$ cat config.mk
export PLATFORM = sky130hd
export DESIGN_NAME = gpio_port
export DESIGN_NICKNAME = d
export VERILOG_FILES = /design/src/rtl/gpio_pkg.sv /design/src/rtl/gpio_regs.sv /design/src/rtl/gpio_override.sv /design/src/rtl/gpio_insync.sv /design/src/rtl/gpio_port.sv
export SDC_FILE = /design/constraint.sdc
export NUM_CORES = 1
export LEC_CHECK = 0
export CAP_MARGIN = 40
export CORE_ASPECT_RATIO = 0.7
export CORE_UTILIZATION = 33
export CTS_CLUSTER_SIZE = 25
export DETAILED_ROUTE_END_ITERATION = 12
export GPL_ROUTABILITY_DRIVEN = 0
export PLACE_DENSITY = 0.92
export SYNTH_ARGS = -nofsm -noshare
export SYNTH_HDL_FRONTEND = slang
export SYNTH_SLANG_ARGS = --single-unit
$ cat constraint.sdc
create_clock -name clk -period 1.52 [get_ports clk]
set_input_delay 0.228 -clock clk [delete_from_list [all_inputs] [get_ports clk]]
set_output_delay 0.228 -clock clk [all_outputs]
set_load 0.01 [all_outputs]
$ cat src/rtl/gpio_pkg.sv
package gpio_pkg;
    typedef enum logic [1:0] {
        OP_WRITE = 2'd0,
        OP_SET   = 2'd1,
        OP_CLR   = 2'd2
    } acc_op_e;

    typedef enum logic {
        TGT_DIR = 1'b0,
        TGT_OUT = 1'b1
    } acc_tgt_e;
endpackage

$ cat src/rtl/gpio_regs.sv
module gpio_regs
    import gpio_pkg::*;
#(
    parameter int WIDTH = 8,
    localparam int IDXW = (WIDTH > 1) ? $clog2(WIDTH) : 1
) (
    input  logic             clk,
    input  logic             rst_n,
    input  logic             acc_valid,
    input  logic             acc_sel,
    input  logic [1:0]       acc_op,
    input  logic [IDXW-1:0]  acc_bit,
    input  logic [WIDTH-1:0] acc_wdata,
    output logic [WIDTH-1:0] dir_q,
    output logic [WIDTH-1:0] out_q
);
    localparam logic [WIDTH-1:0] ONE = {{(WIDTH-1){1'b0}}, 1'b1};

    typedef struct packed {
        logic [WIDTH-1:0] dir;
        logic [WIDTH-1:0] out;
    } regs_t;

    regs_t st_d, st_q;
    logic [WIDTH-1:0] bit_mask;
    logic [WIDTH-1:0] cur;
    logic [WIDTH-1:0] nxt;

    always_comb begin
        st_d     = st_q;
        bit_mask = ONE << acc_bit;
        cur      = (acc_sel == TGT_OUT) ? st_q.out : st_q.dir;
        nxt      = cur;
        case (acc_op)
            OP_WRITE: nxt = acc_wdata;
            OP_SET:   nxt = cur | bit_mask;
            OP_CLR:   nxt = cur & ~bit_mask;
            default:  nxt = cur;
        endcase
        if (acc_valid) begin
            if (acc_sel == TGT_OUT) st_d.out = nxt;
            else                    st_d.dir = nxt;
        end
    end

    always_ff @(posedge clk or negedge rst_n) begin
        if (!rst_n) st_q <= '0;
        else        st_q <= st_d;
    end

    assign dir_q = st_q.dir;
    assign out_q = st_q.out;

    // full write lands in the selected register
    p_full_write_r2: assert property (@(posedge clk) disable iff (!rst_n)
        (acc_valid && acc_op == OP_WRITE && acc_sel == TGT_DIR)
        |=> (dir_q == $past(acc_wdata)));

    // set touches only the chosen bit
    p_set_one_bit_r3: assert property (@(posedge clk) disable iff (!rst_n)
        (acc_valid && acc_op == OP_SET && acc_sel == TGT_OUT)
        |=> (out_q[$past(acc_bit)] &&
             (((out_q ^ $past(out_q)) & ~(ONE << $past(acc_bit))) == '0) &&
             (dir_q == $past(dir_q))));

    // clear touches only the chosen bit
    p_clr_one_bit_r4: assert property (@(posedge clk) disable iff (!rst_n)
        (acc_valid && acc_op == OP_CLR && acc_sel == TGT_DIR)
        |=> (!dir_q[$past(acc_bit)] &&
             (((dir_q ^ $past(dir_q)) & ~(ONE << $past(acc_bit))) == '0) &&
             (out_q == $past(out_q))));
endmodule

$ cat src/rtl/gpio_override.sv
module gpio_override #(
    parameter int WIDTH = 8
) (
    input  logic [WIDTH-1:0] dir_q,
    input  logic [WIDTH-1:0] out_q,
    input  logic             pu_off,
    input  logic             sleep,
    input  logic [WIDTH-1:0] ov_pu_en,
    input  logic [WIDTH-1:0] ov_pu_val,
    input  logic [WIDTH-1:0] ov_dir_en,
    input  logic [WIDTH-1:0] ov_dir_val,
    input  logic [WIDTH-1:0] ov_out_en,
    input  logic [WIDTH-1:0] ov_out_val,
    input  logic [WIDTH-1:0] ov_die_en,
    input  logic [WIDTH-1:0] ov_die_val,
    output logic [WIDTH-1:0] pad_oe,
    output logic [WIDTH-1:0] pad_do,
    output logic [WIDTH-1:0] pad_pu,
    output logic [WIDTH-1:0] die
);
    for (genvar i = 0; i < WIDTH; i++) begin : g_pin
        logic pu_base;
        always_comb begin
            pu_base   = ~dir_q[i] & out_q[i] & ~pu_off;
            pad_pu[i] = ov_pu_en[i]  ? ov_pu_val[i]  : pu_base;
            pad_oe[i] = ov_dir_en[i] ? ov_dir_val[i] : dir_q[i];
            pad_do[i] = ov_out_en[i] ? ov_out_val[i] : out_q[i];
            die[i]    = ov_die_en[i] ? ov_die_val[i] : ~sleep;
        end
    end
endmodule

$ cat src/rtl/gpio_insync.sv
module gpio_insync #(
    parameter int WIDTH = 8
) (
    input  logic             clk,
    input  logic             rst_n,
    input  logic [WIDTH-1:0] pad_i,
    input  logic [WIDTH-1:0] die_i,
    output logic [WIDTH-1:0] pin_o
);
    logic [WIDTH-1:0] half_d, half_q;
    logic [WIDTH-1:0] pin_d, pin_q;

    always_comb begin
        half_d = pad_i & die_i;
        pin_d  = half_q;
    end

    // falling-edge stage: plays the part of the transparent-low latch
    always_ff @(negedge clk or negedge rst_n) begin
        if (!rst_n) half_q <= '0;
        else        half_q <= half_d;
    end

    always_ff @(posedge clk or negedge rst_n) begin
        if (!rst_n) pin_q <= '0;
        else        pin_q <= pin_d;
    end

    assign pin_o = pin_q;

    // a pin whose input is disabled across a full cycle reads 0
    p_die_forces_zero_r9: assert property (@(posedge clk) disable iff (!rst_n)
        ((~die_i & ~$past(die_i) & pin_q) == '0));
endmodule

$ cat src/rtl/gpio_port.sv
module gpio_port
    import gpio_pkg::*;
#(
    parameter int WIDTH = 8,
    localparam int IDXW = (WIDTH > 1) ? $clog2(WIDTH) : 1
) (
    input  logic             clk,
    input  logic             rst_n,
    input  logic             acc_valid,
    input  logic             acc_sel,
    input  logic [1:0]       acc_op,
    input  logic [IDXW-1:0]  acc_bit,
    input  logic [WIDTH-1:0] acc_wdata,
    output logic [WIDTH-1:0] rd_dir,
    output logic [WIDTH-1:0] rd_out,
    input  logic             pu_off,
    input  logic             sleep,
    input  logic [WIDTH-1:0] ov_pu_en,
    input  logic [WIDTH-1:0] ov_pu_val,
    input  logic [WIDTH-1:0] ov_dir_en,
    input  logic [WIDTH-1:0] ov_dir_val,
    input  logic [WIDTH-1:0] ov_out_en,
    input  logic [WIDTH-1:0] ov_out_val,
    input  logic [WIDTH-1:0] ov_die_en,
    input  logic [WIDTH-1:0] ov_die_val,
    input  logic [WIDTH-1:0] pad_in,
    output logic [WIDTH-1:0] pad_oe,
    output logic [WIDTH-1:0] pad_do,
    output logic [WIDTH-1:0] pad_pu,
    output logic [WIDTH-1:0] pin_in
);
    logic [WIDTH-1:0] dir_q, out_q, die;

    gpio_regs #(.WIDTH(WIDTH)) u_regs (
        .clk(clk), .rst_n(rst_n),
        .acc_valid(acc_valid), .acc_sel(acc_sel), .acc_op(acc_op),
        .acc_bit(acc_bit), .acc_wdata(acc_wdata),
        .dir_q(dir_q), .out_q(out_q)
    );

    gpio_override #(.WIDTH(WIDTH)) u_ovr (
        .dir_q(dir_q), .out_q(out_q), .pu_off(pu_off), .sleep(sleep),
        .ov_pu_en(ov_pu_en), .ov_pu_val(ov_pu_val),
        .ov_dir_en(ov_dir_en), .ov_dir_val(ov_dir_val),
        .ov_out_en(ov_out_en), .ov_out_val(ov_out_val),
        .ov_die_en(ov_die_en), .ov_die_val(ov_die_val),
        .pad_oe(pad_oe), .pad_do(pad_do), .pad_pu(pad_pu), .die(die)
    );

    gpio_insync #(.WIDTH(WIDTH)) u_sync (
        .clk(clk), .rst_n(rst_n), .pad_i(pad_in), .die_i(die), .pin_o(pin_in)
    );

    assign rd_dir = dir_q;
    assign rd_out = out_q;

    // port-wide disable removes every non-overridden pull-up
    p_pu_off_r6: assert property (@(posedge clk) disable iff (!rst_n)
        pu_off |-> ((pad_pu & ~ov_pu_en) == '0));

    // freshly reset registers leave the pads undriven
    p_reset_idle_r1: assert property (@(posedge clk) disable iff (!rst_n)
        $rose(rst_n) |-> ((rd_dir == '0) && (rd_out == '0)));
endmodule

==> metrics.txt, run 1 <==
status=finished clean; R2R Setup Slk=between 0.2 and 0.25 ns; clock power share=0.223; clk slew on worst S/H paths=about 0.06 ns; Hold Crit Class=input pin to async pin; Worst setup EP type=register; Syn Inst Count=189; Hold Fails Final Rpt=0; first-pass GRT wire length=a little under 10 mm; Int Power=approximately 2.1 mW; average size of a mapped cell=9.39 µm²; largest net degree at the start of global routing=23; DP Area=about 3500 µm²; antenna violations before repair=0; flops & latches, synth=32; Post-Syn Area=1770 µm²; Synth top area share=0.339; combinational share of power=0.437; clk_skew=~0.013 ns; DP HPWL=between 5 and 6 mm; kind of critical path=input pin to register; Total GRT Usage=0.225; Max Buffers Root-to-Sink=2; drt drc=0; unrepaired setup endpoints after global routing=yes; Critical Path Slowest Stage Cell=clkdlybuf4s50_1; CP max stage delay=roughly 0.40 ns; Die Wd=roughly 90 µm; Post-Route Setup TNS=0 ns; Final Non-Filler Cells=432; CTS tree=done; area delta synth->final=102%; area of the die=between 5000 and 6000 µm²; P_sw=between 0.9 and 1 mW; CP arrival=0.87 ns; CTS Buf Count=5; htree depth=2; Die H=63.3 µm; Startpoint Class=input pin; DR vias=2174; final setup violation count=0; Max-Slew Margin vs Limit=0.768; RR Endpoint=u_regs.dir_q[7]$_DFFE_PN0P_; Syn Nets=between 200 and 300; register share of total power=0.340; Clock Sinks=32; Initial Util=0.357; drt via density=slightly above 5; Worst Reg-to-Reg Cells=4; Ys Warns=0; Placed Cells=between 400 and 500; hold buffer count at cts=0; worst-path maximum fanout=1; core area=roughly 5000 µm²; sequential area share after synthesis=0.451; Fillers=~370; CP cell instances=clkdlybuf4s50_1 -> nand2_1 -> o21ai_0 -> and2_1; measured slew at the worst slew-check pin=~0.35 ns; clk root buf=clkbuf_8; nets@finish=roughly 450; share of layout cells above drive strength 1=0.262; P per Cell Area=roughly 850 nW/µm²; CP Buf/Inv Count=1; fin crit period=approximately 1.5 ns; Switching Share=0.297; antenna viol nets, final=0; Critical Path RT=0.89 ns; Leak=1.71 nW; top post-synthesis cells by area=dfrtp_1, dfrtn_1, mux2_2, nand2_1, a31oi_1; router iterations before antenna repair=4; initial drt markers=103; commonest non-fill, non-tap cells in the layout=clkdlybuf4s50_1, nand2_1, buf_4; drt wl/cell=14.8 µm; number of antenna diodes=0; final wirelength=approximately 6.4 mm; final period utilization=0.986; IR drop worst, VDD=0.552 mV; area leader, netlist=dfrtp_1; Cell Rows=21; Final Instance Area=approximately 3600 µm²; Reg-to-Reg Start=u_regs.dir_q[7]$_DFFE_PN0P_; maxcap violations=0; vias in the first global route=around 2100; post-synth cell types=25; Worst path top cell family by delay=buffers and inverters; IO buf count=between 100 and 150; Peak Freq=approximately 670 MHz; Slew Limit Fails=0; # IOs=between 100 and 150; commonest non-fill, non-tap cell in the layout=clkdlybuf4s50_1; worst skew pair latency=about 0.28 ns; Overflow after GRT=0
-- power by group through the flow --
stage               combinational, mW  sequential [mW]  clock [mW]
detailed placement               1.39             1.05           0
CTS                              1.34             1.03       0.693
global route                     1.45             1.05       0.734
floorplan                       0.387             1.12           0
finish                           1.33             1.03       0.680
global placement                 1.36             1.04           0
-- worst reg2reg max path: cells and delay by family (launching register included) --
kind	cells	cell delay, ns
AO/OA/AOI/OAI	2	0.32
buffers and inverters	1	0.16
flip-flops	1	0.41
multiplexers	1	0.28
-- cell usage after synthesis (all sizes together) --
master and n:
nor2 1, o221ai 8, xor2 1, inv 9, o21ai 16, mux2 16
o41ai 8, clkbuf 3, dfrtn 8, nor3 1, a21boi 1, or2 1
and2 10, nand2b 3, a21oi 16, and3b 3, dfrtp 24, nor3b 3
and3 1, nand2 34, buf 6, a31oi 16
-- area by class of cell --
type                            count  area, µm²  share of cell area
Timing Repair Buffer              176       1610               0.450
Multi-Input combinational cell    139        955               0.266
Sequential cell                    32        801               0.223
Clock buffer                        7       96.3              0.0269
Tap cell                           69       86.3              0.0241
Inverter                            9       33.8             0.00942
-- routing by layer --
metal	wire, µm	vias up	global-route usage
met2	3230	108	0.403
met3	559	4	0.0446
met5	0	-	0
met4	47	0	0.0496
met1	2580	1025	0.276
li1	-	1037	-
-- registers in the layout, summed over array words and instances (netlist names) --
signal / cells
u_regs.dir_q: 8
u_regs.out_q: 8
u_sync.half_q: 8
u_sync.pin_o: 8
-- worst max path at each step --
stage / start / to / slack, ns / cells after the start
floorplan: ov_die_en[0] / u_sync.half_q[0]$_DFF_NN0_ / 0.14 / 3
global placement: sleep / u_sync.half_q[5]$_DFF_NN0_ / -0.53 / 3
detailed placement: sleep / u_sync.half_q[1]$_DFF_NN0_ / -0.56 / 3
CTS: u_regs.dir_q[1]$_DFFE_PN0P_ / pad_pu[1] / -0.009 / 2
global route: u_regs.dir_q[5]$_DFFE_PN0P_ / pad_pu[5] / -0.03 / 3
finish: ov_die_val[6] / u_sync.half_q[6]$_DFF_NN0_ / 0.02 / 4
-- through the flow --
stage               power (mW)  hold WS [ns]  utilization  setup WS [ns]
floorplan                 1.51       -0.0676            -          0.141
global placement          2.40         0.597        0.702         -0.526
detailed placement        2.44         0.609        0.702         -0.560
CTS                       3.07         0.341        0.718       -0.00902
global route              3.23         0.358        0.722        -0.0289
finish                    3.04         0.344        0.722         0.0220
-- logic make-up after synthesis --
group,share of synthesized area
simple gates,0.157
xor+xnor,0.00917
mux,0.102
compound gates,0.232
buf+inv,0.0487
flops,0.451
-- what timing repair did --
| action | CTS | global route |
|---|---|---|
| pin swaps | 10 | 6 |
| buffers inserted | 2 | 0 |
| gates cloned | 0 | 0 |
| gates resized for setup | 90 | 42 |
| endpoints found under the setup margin | 37 | 42 |
Note: power is estimated with default switching activity, not from simulation.
==> inputs of run 2 (changes only) <==
ABC_CLOCK_PERIOD_IN_PS = 1520   (was default)
==> results of run 2 <==
Final layout, timing and power as in run 1 (identical DEF).
